**config.mk**
```make
export PLATFORM = sky130hd
export DESIGN_NAME = rtc_counter_core
export DESIGN_NICKNAME = d
export VERILOG_FILES = /design/src/rtl/rtc_pkg.sv /design/src/rtl/rtc_prescaler.sv /design/src/rtl/rtc_stage.sv /design/src/rtl/rtc_events.sv /design/src/rtl/rtc_counter_core.sv
export SDC_FILE = /design/constraint.sdc
export NUM_CORES = 1
export LEC_CHECK = 0
export BUFFER_PORTS_ARGS = -buffer_cell sky130_fd_sc_hd__buf_2
export CORE_MARGIN = 2
export CORE_UTILIZATION = 63
export DETAILED_ROUTE_END_ITERATION = 7
export PLACE_DENSITY = 0.84
export SKIP_LAST_GASP = 1
export SLEW_MARGIN = 25
export SYNTH_ARGS = -nofsm -noshare
export SYNTH_HDL_FRONTEND = slang
export SYNTH_SLANG_ARGS = --single-unit
```
**constraint.sdc**
```tcl
create_clock -name clk -period 3.6 [get_ports clk]
set_input_delay 0.18 -clock clk [delete_from_list [all_inputs] [get_ports clk]]
set_output_delay 0.18 -clock clk [all_outputs]
set_load 0.03 [all_outputs]
```
**src/rtl/rtc_pkg.sv**
```systemverilog
package rtc_pkg;

    localparam int unsigned BUS_W    = 16;
    localparam int unsigned ADDR_W   = 3;
    localparam int unsigned NUM_EV   = 3;
    localparam int unsigned NUM_HALF = 6;

    // control-low bit positions above the event flags
    localparam int unsigned CL_SYNC = 3;
    localparam int unsigned CL_CFG  = 4;
    localparam int unsigned CL_DONE = 5;

    // event flag order (also the enable order)
    localparam int unsigned EV_TICK = 0;
    localparam int unsigned EV_CMP  = 1;
    localparam int unsigned EV_WRAP = 2;

    typedef enum logic [ADDR_W-1:0] {
        RA_CTL0 = 3'd0,
        RA_CTL1 = 3'd1,
        RA_DIVH = 3'd2,
        RA_DIVL = 3'd3,
        RA_CNTH = 3'd4,
        RA_CNTL = 3'd5,
        RA_CMPH = 3'd6,
        RA_CMPL = 3'd7
    } reg_addr_e;

endpackage

```
**src/rtl/rtc_prescaler.sv**
```systemverilog
module rtc_prescaler #(
    parameter int unsigned       DIV_W      = 20,
    parameter logic [DIV_W-1:0]  RST_RELOAD = DIV_W'(32'h8000)
) (
    input  logic             clk,
    input  logic             rst_n,
    input  logic             clr,
    input  logic             step,
    input  logic             load,
    input  logic [DIV_W-1:0] reload,
    output logic             tick
);

    function automatic logic [DIV_W-1:0] first_count(input logic [DIV_W-1:0] r);
        return (r == '0) ? '0 : r - 1'b1;
    endfunction

    logic [DIV_W-1:0] div_d, div_q;

    always_comb begin
        div_d = div_q;
        tick  = step && (div_q == '0);
        if (load) begin
            div_d = first_count(reload);
        end else if (step) begin
            div_d = tick ? first_count(reload) : div_q - 1'b1;
        end
    end

    always_ff @(posedge clk or negedge rst_n) begin
        if (!rst_n) begin
            div_q <= first_count(RST_RELOAD);
        end else if (clr) begin
            div_q <= first_count(RST_RELOAD);
        end else begin
            div_q <= div_d;
        end
    end

endmodule

```
**src/rtl/rtc_stage.sv**
```systemverilog
module rtc_stage #(
    parameter int unsigned DW = 16,
    parameter int unsigned NH = 6,
    localparam int unsigned IW = $clog2(NH)
) (
    input  logic                  clk,
    input  logic                  rst_n,
    input  logic                  clr,
    input  logic                  wr_en,
    input  logic [IW-1:0]         wr_idx,
    input  logic [DW-1:0]         wdata,
    input  logic                  apply,
    output logic [NH-1:0][DW-1:0] val,
    output logic [NH-1:0]         pend
);

    for (genvar i = 0; i < NH; i++) begin : g_slot
        logic [DW-1:0] val_d, val_q;
        logic          pend_d, pend_q;

        always_comb begin
            val_d  = val_q;
            pend_d = pend_q;
            if (apply) begin
                pend_d = 1'b0;
            end
            if (wr_en && (wr_idx == IW'(i))) begin
                val_d  = wdata;
                pend_d = 1'b1;
            end
        end

        always_ff @(posedge clk or negedge rst_n) begin
            if (!rst_n) begin
                val_q  <= '0;
                pend_q <= 1'b0;
            end else if (clr) begin
                val_q  <= '0;
                pend_q <= 1'b0;
            end else begin
                val_q  <= val_d;
                pend_q <= pend_d;
            end
        end

        assign val[i]  = val_q;
        assign pend[i] = pend_q;
    end

endmodule

```
**src/rtl/rtc_events.sv**
```systemverilog
module rtc_events #(
    parameter int unsigned N = 3
) (
    input  logic         clk,
    input  logic         rst_n,
    input  logic         clr,
    input  logic [N-1:0] set,
    input  logic         wr_en,
    input  logic [N-1:0] wmask,
    input  logic [N-1:0] en,
    output logic [N-1:0] flags,
    output logic         irq
);

    logic [N-1:0] flags_d, flags_q;

    always_comb begin
        flags_d = flags_q;
        if (wr_en) begin
            flags_d = flags_d & wmask;
        end
        flags_d = flags_d | set;
    end

    always_ff @(posedge clk or negedge rst_n) begin
        if (!rst_n) begin
            flags_q <= '0;
        end else if (clr) begin
            flags_q <= '0;
        end else begin
            flags_q <= flags_d;
        end
    end

    assign flags = flags_q;
    assign irq   = |(flags_q & en);

endmodule

```
**src/rtl/rtc_counter_core.sv**
```systemverilog
module rtc_counter_core
    import rtc_pkg::*;
#(
    parameter int unsigned      DIV_W      = 20,
    parameter logic [DIV_W-1:0] RST_RELOAD = DIV_W'(32'h8000)
) (
    input  logic              clk,
    input  logic              rst_n,
    input  logic              dom_rst,
    input  logic              lclk_en,
    input  logic              bus_wr,
    input  logic [ADDR_W-1:0] bus_addr,
    input  logic [BUS_W-1:0]  bus_wdata,
    output logic [BUS_W-1:0]  bus_rdata,
    output logic              irq
);

    localparam int unsigned CNT_W    = 2 * BUS_W;
    localparam int unsigned DIV_HI_W = DIV_W - BUS_W;
    localparam int unsigned IW       = $clog2(NUM_HALF);

    typedef struct packed {
        logic              cfg;
        logic              busy;
        logic              sync;
        logic [NUM_EV-1:0] ien;
        logic [DIV_W-1:0]  reload;
        logic [CNT_W-1:0]  count;
        logic [CNT_W-1:0]  alarm;
    } core_t;

    localparam core_t CORE_RST = '{
        cfg:    1'b0,
        busy:   1'b0,
        sync:   1'b0,
        ien:    '0,
        reload: RST_RELOAD,
        count:  '0,
        alarm:  '0
    };

    core_t st_d, st_q;

    // ---------------- bus decode ----------------
    logic            wr_ctl0, wr_ctl1, is_core, stg_wr;
    logic [IW-1:0]   stg_idx;

    assign wr_ctl0 = bus_wr && (bus_addr == RA_CTL0);
    assign wr_ctl1 = bus_wr && (bus_addr == RA_CTL1);
    assign is_core = (bus_addr >= RA_DIVH);
    assign stg_wr  = bus_wr && is_core && st_q.cfg;
    assign stg_idx = IW'(bus_addr - RA_DIVH);

    // ---------------- staging ----------------
    logic                        commit, step;
    logic [NUM_HALF-1:0][BUS_W-1:0] sv;
    logic [NUM_HALF-1:0]         sp;

    assign commit = st_q.busy && lclk_en;
    assign step   = lclk_en && !commit;

    rtc_stage #(
        .DW (BUS_W),
        .NH (NUM_HALF)
    ) u_stage (
        .clk    (clk),
        .rst_n  (rst_n),
        .clr    (dom_rst),
        .wr_en  (stg_wr),
        .wr_idx (stg_idx),
        .wdata  (bus_wdata),
        .apply  (commit),
        .val    (sv),
        .pend   (sp)
    );

    logic [BUS_W-1:DIV_HI_W] unused_stage_hi;
    assign unused_stage_hi = sv[0][BUS_W-1:DIV_HI_W];

    // merged values: only halves written inside the window replace live ones
    logic [DIV_W-1:0] new_reload;
    logic [CNT_W-1:0] new_count, new_alarm;

    always_comb begin
        new_reload = {sp[0] ? sv[0][DIV_HI_W-1:0] : st_q.reload[DIV_W-1:BUS_W],
                      sp[1] ? sv[1]               : st_q.reload[BUS_W-1:0]};
        new_count  = {sp[2] ? sv[2] : st_q.count[CNT_W-1:BUS_W],
                      sp[3] ? sv[3] : st_q.count[BUS_W-1:0]};
        new_alarm  = {sp[4] ? sv[4] : st_q.alarm[CNT_W-1:BUS_W],
                      sp[5] ? sv[5] : st_q.alarm[BUS_W-1:0]};
    end

    // ---------------- divider ----------------
    logic             tick, div_load;
    logic [DIV_W-1:0] div_reload;

    assign div_load   = commit && (sp[0] || sp[1]);
    assign div_reload = commit ? new_reload : st_q.reload;

    rtc_prescaler #(
        .DIV_W      (DIV_W),
        .RST_RELOAD (RST_RELOAD)
    ) u_div (
        .clk    (clk),
        .rst_n  (rst_n),
        .clr    (dom_rst),
        .step   (step),
        .load   (div_load),
        .reload (div_reload),
        .tick   (tick)
    );

    // ---------------- events ----------------
    logic [CNT_W-1:0]  cnt_inc;
    logic [NUM_EV-1:0] ev_set, flags_now;

    always_comb begin
        cnt_inc          = st_q.count + 1'b1;
        ev_set           = '0;
        ev_set[EV_TICK]  = tick;
        ev_set[EV_CMP]   = tick && (cnt_inc == st_q.alarm);
        ev_set[EV_WRAP]  = tick && (st_q.count == '1);
    end

    rtc_events #(
        .N (NUM_EV)
    ) u_ev (
        .clk   (clk),
        .rst_n (rst_n),
        .clr   (dom_rst),
        .set   (ev_set),
        .wr_en (wr_ctl0),
        .wmask (bus_wdata[NUM_EV-1:0]),
        .en    (st_q.ien),
        .flags (flags_now),
        .irq   (irq)
    );

    // ---------------- next state ----------------
    always_comb begin
        st_d = st_q;
        if (commit) begin
            st_d.busy   = 1'b0;
            st_d.reload = new_reload;
            st_d.count  = new_count;
            st_d.alarm  = new_alarm;
        end else if (tick) begin
            st_d.count  = cnt_inc;
        end
        if (wr_ctl0) begin
            if (st_q.cfg && !bus_wdata[CL_CFG]) begin
                st_d.busy = 1'b1;
            end
            st_d.cfg = bus_wdata[CL_CFG] && !st_q.busy;
            if (!bus_wdata[CL_SYNC]) begin
                st_d.sync = 1'b0;
            end
        end
        if (lclk_en) begin
            st_d.sync = 1'b1;
        end
        if (wr_ctl1) begin
            st_d.ien = bus_wdata[NUM_EV-1:0];
        end
    end

    always_ff @(posedge clk or negedge rst_n) begin
        if (!rst_n) begin
            st_q <= CORE_RST;
        end else if (dom_rst) begin
            st_q <= CORE_RST;
        end else begin
            st_q <= st_d;
        end
    end

    // ---------------- read mux ----------------
    always_comb begin
        bus_rdata = '0;
        case (bus_addr)
            RA_CTL0: begin
                bus_rdata[NUM_EV-1:0] = flags_now;
                bus_rdata[CL_SYNC]    = st_q.sync;
                bus_rdata[CL_CFG]     = st_q.cfg;
                bus_rdata[CL_DONE]    = !st_q.busy;
            end
            RA_CTL1: bus_rdata[NUM_EV-1:0] = st_q.ien;
            RA_DIVH: bus_rdata = BUS_W'(st_q.reload[DIV_W-1:BUS_W]);
            RA_DIVL: bus_rdata = st_q.reload[BUS_W-1:0];
            RA_CNTH: bus_rdata = st_q.count[CNT_W-1:BUS_W];
            RA_CNTL: bus_rdata = st_q.count[BUS_W-1:0];
            RA_CMPH: bus_rdata = st_q.alarm[CNT_W-1:BUS_W];
            RA_CMPL: bus_rdata = st_q.alarm[BUS_W-1:0];
            default: bus_rdata = '0;
        endcase
    end

    // plain views of the state for the bound checker
    logic              cfg_now, busy_now, sync_now;
    logic [NUM_EV-1:0] ien_now;
    logic [CNT_W-1:0]  count_now, alarm_now;

    assign cfg_now   = st_q.cfg;
    assign busy_now  = st_q.busy;
    assign sync_now  = st_q.sync;
    assign ien_now   = st_q.ien;
    assign count_now = st_q.count;
    assign alarm_now = st_q.alarm;

endmodule

```
=== After elaboration in Yosys (flattened, before gate mapping) ===
Index checks and enable logic that the tools add are counted.

* Bits of input ports: 24
* Register bits after elaboration: 203
* Logic and storage cells: 152
* Output and inout bits: 17

* $add $sub $neg: 4
* Reduce and logical (&&, ||, !) cells: 52
* Order comparisons: 1
* Muxes and demuxes: 52
* Bitwise gates (word level): 3
* Eq/ne operators: 17

{| class="wikitable"
|+ Operators with widths
! kind !! number
|-
| $mux 16 || 15
|-
| $mux 20 || 6
|-
| $mux 32 || 3
|-
| $mux 90 || 1
|-
| $pmux 10 s5 || 1
|-
| $logic_not 20->1 || 2
|-
| $sub 20x1->20 const B || 2
|-
| $add 32x1->32 const B || 1
|-
| $eq 32x32->1 || 1
|-
| $eq 32x32->1 const B || 1
|-
| $reduce_bool 3->1 || 9
|-
| $pmux 3 s8 || 1
|-
| $reduce_bool 2->1 || 11
|-
| $pmux 3 s7 || 1
|-
| $eq 3x3->1 const B || 6
|-
| $logic_and 1x1->1 || 18
|-
| $mux 1 || 17
|-
| $eq 3x2->1 const B || 4
|-
| $mux 3 || 4
|-
| $mux 4 || 3
|-
| $reduce_and 2->1 || 5
|-
| $and 3x3->3 || 2
|-
| $eq 3x1->1 const B || 2
|-
| $logic_not 3->1 || 2
|-
| other kinds (8) || 11
|}

=== Logic depth before layout (Yosys ltp) ===
Gate-level depths: netlist of the first run.

* Word-level depth: 8
* Depth in mapped cells: 13
* Depth with buffers taken out: 9

=== Hierarchy ===
A second synthesis of the first run with hierarchy kept.

* Cells, all modules: 1386
* Area total of the unflattened synthesis: 13112.6 µm²

{| class="wikitable"
|+ By module, submodules not included
! module !! sequential area each (µm²) !! area each (µm²) !! cells each !! instances
|-
| rtc_counter_core || 2253.4 || 6490.0 || 786 || 1
|-
| rtc_stage || 2552.4 || 4540.6 || 361 || 1
|-
| rtc_prescaler || 519.2 || 1944.4 || 225 || 1
|-
| rtc_events || 75.1 || 137.6 || 14 || 1
|}

=== Worst setup path before layout of the first run ===
OpenSTA, ideal clock, no wires.

* Kind: input to register
* Start point: in lclk_en
* End point: reg u_div.div_q[8]
* Required time: 3516 ps
* Slack: 289 ps
* Stages on the path: 13
* Setup time: 84 ps
* Arrival time: 3227 ps
* Path buffers: 5
* Path through: clkbuf_1 -> and3_1 -> clkbuf_1 -> clkbuf_1 -> clkbuf_1 -> mux2i_1 -> ha_1 -> nand4b_1 -> or3_1 -> and2_1 -> clkbuf_1 -> a221oi_1 -> nor2_1

* Word-level cells in the longest chain between the ends: 8
* Elaborated cells between the ends (all ways): 14
* Those cells by class: add/sub (1); mux (6); reduce/logical (7)

{| class="wikitable"
|+ RTL lines
! element !! RTL line !! source
|-
| start: declaration || rtc_counter_core.sv:10 || <nowiki>input logic lclk_en,</nowiki>
|-
| $logic_and 1x1->1 || rtc_counter_core.sv:59 || <nowiki>assign commit = st_q.busy && lclk_en;</nowiki>
|-
| $mux 20 / $logic_not 1->1 (equally long branches) || -- ||
|-
| $sub 20x1->20 (tied with other cells) || rtc_prescaler.sv:15 || <nowiki>return (r == '0) ? '0 : r - 1'b1;</nowiki>
|-
| $mux 20 / $logic_and 1x1->1 (equally long branches) || rtc_prescaler.sv:15, rtc_prescaler.sv:22 ||
|-
| $mux 20 || rtc_prescaler.sv:26 || <nowiki>div_d = tick ? first_count(reload) : div_q - 1'b1;</nowiki>
|-
| $mux 20 || rtc_prescaler.sv:25 || <nowiki>end else if (step) begin</nowiki>
|-
| $mux 20 || rtc_prescaler.sv:23 || <nowiki>if (load) begin</nowiki>
|-
| $mux 20 || rtc_prescaler.sv:33 || <nowiki>end else if (clr) begin</nowiki>
|-
| end signal: assignment || rtc_prescaler.sv:32 || <nowiki>div_q <= first_count(RST_RELOAD);</nowiki>
|-
| end signal: assignment || rtc_prescaler.sv:34 || <nowiki>div_q <= first_count(RST_RELOAD);</nowiki>
|-
| end signal: assignment || rtc_prescaler.sv:36 || <nowiki>div_q <= div_d;</nowiki>
|-
| end: declaration || rtc_prescaler.sv:18 || <nowiki>logic [DIV_W-1:0] div_d, div_q;</nowiki>
|}

Several ways; a longest one is shown, not always the timed one. The select of a mux whose other input is x is not followed.
A chain may end at the register's enable or synchronous reset.

=== Worst setup path after layout of the first run ===
* Start point: reg u_div.div_q[0]
* End point: reg st_q, in the netlist count_now[0]

* Word-level cells in the longest chain between the ends: 4

{| class="wikitable"
|+ RTL lines
! element !! RTL line !! source
|-
| $logic_not 20->1 || rtc_prescaler.sv:22 || <nowiki>tick = step && (div_q == '0);</nowiki>
|-
| $logic_and 1x1->1 || rtc_prescaler.sv:22 ||
|-
| $reduce_bool 3->1 (no source line) || -- ||
|-
| $reduce_and 2->1 (no source line) || -- ||
|-
| end signal: assignment || rtc_counter_core.sv:173 || <nowiki>st_q <= st_d;</nowiki>
|-
| end: declaration || rtc_counter_core.sv:42 || <nowiki>core_t st_d, st_q;</nowiki>
|}

No other way between the ends.

==> results of run 1 <==
-- kinds of logic (layout without fill, tap and decap cells) --
family	after synthesis	in the layout	share of synthesized area, %
fa+ha+maj	8	8	0.851
xor+xnor	68	68	5.06
buf+inv	121	140	4.11
mux	49	49	4.54
flops	203	203	43.4
compound gates	391	391	20.1
simple gates	552	552	22.0
-- metrics by stage --
step / setup slack (ps) / hold WS (ps) / total power [mW] / cell area (um^2)
after floorplan: 289 / -116 / 2.50 / 11800
after global placement: 565 / 267 / 2.64 / 12100
after detailed placement: 528 / 271 / 2.64 / 12100
after CTS: 521 / 0.207 / 4.93 / 13000
after global routing: 280 / 8.50 / 5.04 / 13000
final: 443 / 9.51 / 4.92 / 13000
-- cell type report --
| cell class | count | area (um^2) | area share [%] |
|---|---|---|---|
| inverters | 16 | 60.1 | 0.463 |
| repair buffers | 85 | 599 | 4.62 |
| flip-flops and latches | 203 | 5100 | 39.3 |
| clock buffers | 32 | 669 | 5.16 |
| clock inverters | 7 | 68.8 | 0.530 |
| multi-input cells | 1068 | 6200 | 47.7 |
| well taps | 229 | 287 | 2.21 |
-- synth_stat cells, types with 5 or more instances --
| library cell | count |
|---|---|
| mux2i_1 | 41 |
| clkbuf_1 | 80 |
| a21oi_1 | 154 |
| a31oi_1 | 15 |
| mux2_2 | 5 |
| ha_1 | 8 |
| nor2_1 | 135 |
| nand2b_1 | 6 |
| o211ai_1 | 8 |
| o21ai_0 | 61 |
| xor2_1 | 20 |
| buf_2 | 16 |
| nand4_1 | 15 |
| nand2_1 | 217 |
| nor2b_1 | 8 |
| dfrtp_1 | 187 |
| nand3_1 | 32 |
| nor3_1 | 54 |
| xnor2_1 | 48 |
| nor4_1 | 22 |
| or4_1 | 6 |
| dfstp_2 | 16 |
| and3_1 | 13 |
| inv_1 | 16 |
| a211oi_1 | 8 |
| buf_1 | 7 |
| a22o_1 | 32 |
| or3_1 | 10 |
| o21ai_1 | 38 |
| nor3b_1 | 8 |
| o22ai_1 | 8 |
| a22oi_1 | 25 |
-- timing repair --
item                                   in CTS  in global routing
setup endpoints to repair                   0                  0
gates resized for setup                     0                  0
endpoints found under the hold margin      87                  0
hold buffers                               10                  0
-- metal layers --
layer / global-route usage [%] / up-vias / wire length, um
met1: 57.9 / 5368 / 15500
met3: 6.01 / 102 / 4150
li1: - / 4967 / -
met5: 0 / - / 0
met2: 56.2 / 690 / 16000
met4: 11.8 / 0 / 1260
-- worst max-delay path, stage by stage (launching register included) --
cell and delay, ps:
dfstp_2 380, inv_1 50, ha_1 170, or3b_1 370, or4_1 660, nor3_4 480
a211oi_2 90, or2_1 470, o31ai_1 360
-- flip-flops by register name, summed over array words and instances, names as in the netlist --
register	count
sync_now	1
busy_now	1
u_stage.g_slot.val_q	84
u_ev.flags	3
ien_now	3
count_now	32
u_div.div_q	20
alarm_now	32
cfg_now	1
st_q	20
u_stage.g_slot.pend_q	6
-- cell usage in the layout (no fill, tap or decap), types with 16 or more instances in the layout --
master     instances
dfstp_2           16
nor4_1            22
nand2_1          217
inv_1             16
buf_4             34
buf_2             38
nand3_1           32
dfrtp_1          187
xor2_1            20
nor2_1           135
clkbuf_16         23
nor3_1            51
a22oi_1           25
o21ai_0           61
a21oi_1          154
o21ai_1           38
a22o_1            32
mux2i_1           41
xnor2_1           48
-- where the power goes --
| group | total (mW) | internal [mW] | switching (mW) |
|---|---|---|---|
| Sequential | 2.31 | 2.29 | 0.0123 |
| Combinational | 0.309 | 0.0770 | 0.232 |
| Clock | 2.31 | 1.36 | 0.947 |
-- path summary, 6_finish.rpt --
check                           cells after the start                                      end                                    from
worst max-delay path                                8                 count_now[0]$_DFFE_PN0P_              u_div.div_q[0]$_DFFE_PN1P_
worst min-delay path                                3   u_stage.g_slot[1].val_q[0]$_DFFE_PN0P_                            bus_wdata[0]
worst max register to register                      8                 count_now[0]$_DFFE_PN0P_              u_div.div_q[0]$_DFFE_PN1P_
worst min register to register                      1   u_stage.g_slot[5].val_q[7]$_DFFE_PN0P_  u_stage.g_slot[5].val_q[7]$_DFFE_PN0P_
max in group asynchronous                           3  u_stage.g_slot[5].val_q[12]$_DFFE_PN0P_                                   rst_n
min in group asynchronous                           2              u_div.div_q[16]$_DFFE_PN0P_                                   rst_n
==> qor.yml, run 1 <==
async_flop_share_pct: 100
clockBufferDepth: 3
wl_per_cell_um: 22.5
grt_pass1_vias: 10500
avgSynthCellArea_um2: 8.45
critPathMaxFanout: 15
slew_headroom_pct: 38.9
via_count: 11100
coreArea_um2: 18100
setup_viol: 0
syn-num-nets: 1424
synth_top_cell_by_area: "dfrtp_1"
grt_max_degree: 86
synth_edf_count: 0
grt_overflow: 0
start_util_pct: 64.8
antenna_cells: 0
critical_path_class: "reg -> reg"
drc_errors: 0
num_rows: 49
place_hpwl_um: 25500
insertion_delay_ps: 510
syn_inst: 1392
nNetsFinal: 1428
end_kind: "flip-flop"
synth_cell_types: 75
antenna_found_initial: 1
finalCriticalPeriod_ps: 3160
hold_viol_final: 0
tightest_slew_ps: 913
synth_area_leaders: "dfrtp_1 (40%), nand2_1 (6.9%), a21oi_1 (6.6%)"
setup_tns_ps: 0
cts_root_buf: "clkbuf_16"
die_h_um: 141
clock_sinks: 203
r2r_setup_slack_ps: 440
p_leak_nw: 5.34
area_growth_pct: 10.4
n_fill_cell: 1394
h-tree-depth: 1
io_pins: 41
cp-start-kind: "flip-flop"
drt-total-wl_um: 36900
ant_nets: 0
cts_setup_buffers: 0
cts_inserted_buffers: 22
synth_top_area_share_pct: 39.8
drive_above_1_share_pct: 10.8
rsz0062_at_grt: "no"
fin_crit_sh_pct: 87.7
p_per_area_nw_per_um2: 379
outcome: "completed"
min_path_type: "in -> reg"
vias_per_cell: 6.78
initialDrtViolationCount: 1520
portBuffers: 40
die_area_um2: 19800
routabilityCongestion: 0.999
die_width_um: 141
arrival_ps: 3560
firstDrtPassIters: 5
gr-usage-all-layers_pct: 38.0
cts_tree: "yes"
fin_cells: 1640
final_util_pct: 71.5
fin_skew_ps: 7.26
clk_pin_slew_worst_paths_ps: 60
ir_worst_vdd_mv: 0.481
dp_cells: 1591
max_freq_mhz: 317
synthesis.area_um2: 11800
seq_area_frac_synth_pct: 43.4
grt_pass1_wl_um: 59100
ys_warn_count: 0
finalMaxSlewViolations: 0
ys_seq_elements: 203
max-cap-violations: 0
ys.flop_type: "dfrtp_1"
required_ps: 4000
No activity file was read; power rests on OpenSTA's default activity.
==> inputs of run 2 (changes only) <==
--- a/config.mk
+++ b/config.mk
@@ -5,6 +5,7 @@
 export SDC_FILE = /design/constraint.sdc
 export NUM_CORES = 1
 export LEC_CHECK = 0
+export ABC_AREA = 1
 export BUFFER_PORTS_ARGS = -buffer_cell sky130_fd_sc_hd__buf_2
 export CORE_MARGIN = 2
 export CORE_UTILIZATION = 63
==> constraint.sdc (replaced) <==
create_clock -name clk -period 3.4 [get_ports clk]
set_input_delay 0.17 -clock clk [delete_from_list [all_inputs] [get_ports clk]]
set_output_delay 0.17 -clock clk [all_outputs]
set_load 0.03 [all_outputs]
==> run 2 against run 1 <==
  * Non-clock buffer count is 8 lower
  * Largest power group is now clock
  * Clock-buffer cell count is 1 higher
  * Clock skew increased by 8.7 ps
  * Critical path type unchanged
  * Final area down 0.33%
  * Largest cell class unchanged
  * Utilization increased by 0.50 points
==> qor.yml, run 2 <==
outcome: "completed"
ant_nets: 0
grt_max_degree: 86
seq_area_frac_synth_pct: 44.3
insertion_delay_ps: 530
async_flop_share_pct: 100
min_path_type: "in -> reg"
path_common_cell: "nand2_1"
io_pins: 41
finalCriticalPeriod_ps: 2830
slowest_stage: "nor2_4"
grt_pass1_wl_um: 60000
regMostFlops: "u_stage.g_slot.val_q"
die_width_um: 139
die_area_um2: 19400
required_ps: 3870
critical_path_class: "reg -> reg"
ys_warn_count: 0
firstDrtPassIters: 6
synth_top_area_share_pct: 40.7
setup_tns_ps: 0
max_freq_mhz: 353
synth_top_cell_by_area: "dfrtp_1"
holdWs_ps: 6.36
ys.flop_type: "dfrtp_1"
final_common_cell: "nand2_1"
cts_root_buf: "clkbuf_16"
rsz0062_at_grt: "no"
rr_worst_depth: 13
crit_buf_inv: 3
grt_overflow: 0
die_h_um: 139
drt-total-wl_um: 38400
crit_path_end: "u_div.div_q[19]$_DFFE_PN0P_"
tightest_slew_ps: 1060
placed_area_um2: 12000
crit_family: "simple AND/OR/NAND/NOR gates"
synth.most_common_cell: "nand2_1"
place_hpwl_um: 27800
synth_area_leaders: "dfrtp_1 (41%), nand2_1 (13%), inv_1 (6.7%)"
coreArea_um2: 18000
antenna_cells: 0
portBuffers: 40
initialDrtViolationCount: 1490
routabilityCongestion: 1.03
gr-usage-all-layers_pct: 39.5
clock_sinks: 203
cts_setup_buffers: 0
h-tree-depth: 1
yosys-top-cells-count: "nand2_1 (392), inv_1 (206), dfrtp_1 (187), nor2_1 (182), o21ai_0 (151)"
finalMaxSlewViolations: 0
fin_crit_sh_pct: 83.3
largest_reg_flops: 84
vias_per_cell: 6.25
drive_above_1_share_pct: 9.80
max_stage_delay_ps: 440
final_cell_mix: "nand2_1 (392), inv_1 (205), dfrtp_1 (187)"
nNetsFinal: 1657
setup_viol: 0
p_leak_nw: 5.95
cts_tree: "yes"
antenna_found_initial: 0
cts_hold_buf: 12
wl_per_cell_um: 20.5
r2r-start: "u_div.div_q[0]$_DFFE_PN1P_"
hold_viol_final: 0
critPathMaxFanout: 16
met2_length_um: 16400
finalInstanceArea_um2: 12900
path_cells: "inv_1 > ha_1 > nand2_1 > nor2_1 > nand4_1 > buf_4 > nand2_1 > inv_1 > nor2_4 > nand2_1 > o21ai_1 > nand2_1 > nand2_1"
via_count: 11700
power_mw: 5.62
end_kind: "flip-flop"
setup_slack_ps: 566
cp-start-kind: "flip-flop"
slew_headroom_pct: 29.4
clk_pin_slew_worst_paths_ps: 60
wirelength_met1_um: 15000
max-cap-violations: 0
drc_errors: 0
reg2reg_to: "u_div.div_q[19]$_DFFE_PN0P_"
start_util_pct: 64.1
p_per_area_nw_per_um2: 435
path_depth: 13
preCtsSetupSlack_ps: 585
synthesis.area_um2: 11500
avgSynthCellArea_um2: 7.34
ys_seq_elements: 203
final_util_pct: 72.0
syn-num-nets: 1600
routed-wl-met3_um: 4460
dp_cells: 1816
clockBufferDepth: 3
syn_inst: 1568
cts_resized: 0
r2r_setup_slack_ps: 570
fin_skew_ps: 16.0
synth_cell_types: 47
ir_worst_vdd_mv: 0.514
arrival_ps: 3300
top_layer_used: "met4"
num_rows: 49
grt_pass1_vias: 11100
fin_cells: 1872
area_growth_pct: 12.4
startpoint: "u_div.div_q[0]$_DFFE_PN1P_"
synth_edf_count: 0
cts_inserted_buffers: 24
==> run 2: changes by cell type after synthesis, moves of 52 or more <==
cell      before  now
clkbuf_1      80   28
inv_1         16  206
nand2_1      217  392
a21oi_1      154   36
o21ai_0       61  151
nand3_1       32  125
==> run 2: how the worst min path moves through the flow <==
stage | endpoint | from | slack [ps] | depth (start not counted)
2_1_floorplan | alarm_now[0]$_DFFE_PN0P_ | rst_n | -130 | 0
3_3_place_gp | u_stage.g_slot[5].val_q[1]$_DFFE_PN0P_ | rst_n | 240 | 1
3_5_place_dp | alarm_now[2]$_DFFE_PN0P_ | rst_n | 240 | 1
4_1_cts | u_stage.g_slot[4].val_q[2]$_DFFE_PN0P_ | bus_wdata[2] | 10 | 3
5_1_grt | u_stage.g_slot[4].val_q[2]$_DFFE_PN0P_ | bus_wdata[2] | 30 | 3
6_report | u_stage.g_slot[5].val_q[0]$_DFFE_PN0P_ | bus_wdata[0] | 6 | 3
==> run 2: report_power, final <==
part / total (mW) / switching (mW) / internal [mW] / leakage (nW)
Sequential: 2.52 / 0.0495 / 2.47 / 2.73
Combinational: 0.432 / 0.317 / 0.115 / 2.80
Clock: 2.67 / 1.06 / 1.61 / 0.410
Total: 5.62 / 1.43 / 4.19 / 5.95
==> run 2: worst register-to-register path: stages, from the launching register on <==
cell	delay, ps
dfstp_2	380
inv_1	100
ha_1	200
nand2_1	110
nor2_1	260
nand4_1	120
buf_4	190
nand2_1	290
inv_1	330
nor2_4	440
nand2_1	100
o21ai_1	120
nand2_1	60
nand2_1	80
==> run 2: metal layers <==
| layer | vias to the layer above | track usage [%] |
|---|---|---|
| li1 | 5242 | - |
| met1 | 5542 | 55.3 |
| met2 | 752 | 58.5 |
| met3 | 172 | 7.63 |
| met4 | 0 | 21.3 |
| met5 | - | 0 |
==> run 2: cell type report <==
cell class / instances / area, um^2
Clock inverter: 11 / 118
Clock buffer: 33 / 706
Inverter: 209 / 785
Timing Repair Buffer: 77 / 517
Tap cell: 229 / 287
Sequential cell: 203 / 5100
Fill cell: 1428 / 5020
Multi-Input combinational cell: 1110 / 5430
==> run 2: kinds of logic (layout without fill, tap and decap cells) <==
group                      count (synthesis)  count (layout)  share of synthesized area, %
AOI/OAI and AO/OA                        315             315                          15.7
buffers and inverters                    255             330                          8.59
DFF                                      203             203                          44.3
and+or+nand+nor                          753             753                          27.4
adders and majority gates                  8               8                         0.870
xor gates and xnor gates                  33              33                          2.99
muxes                                      1               1                        0.0978
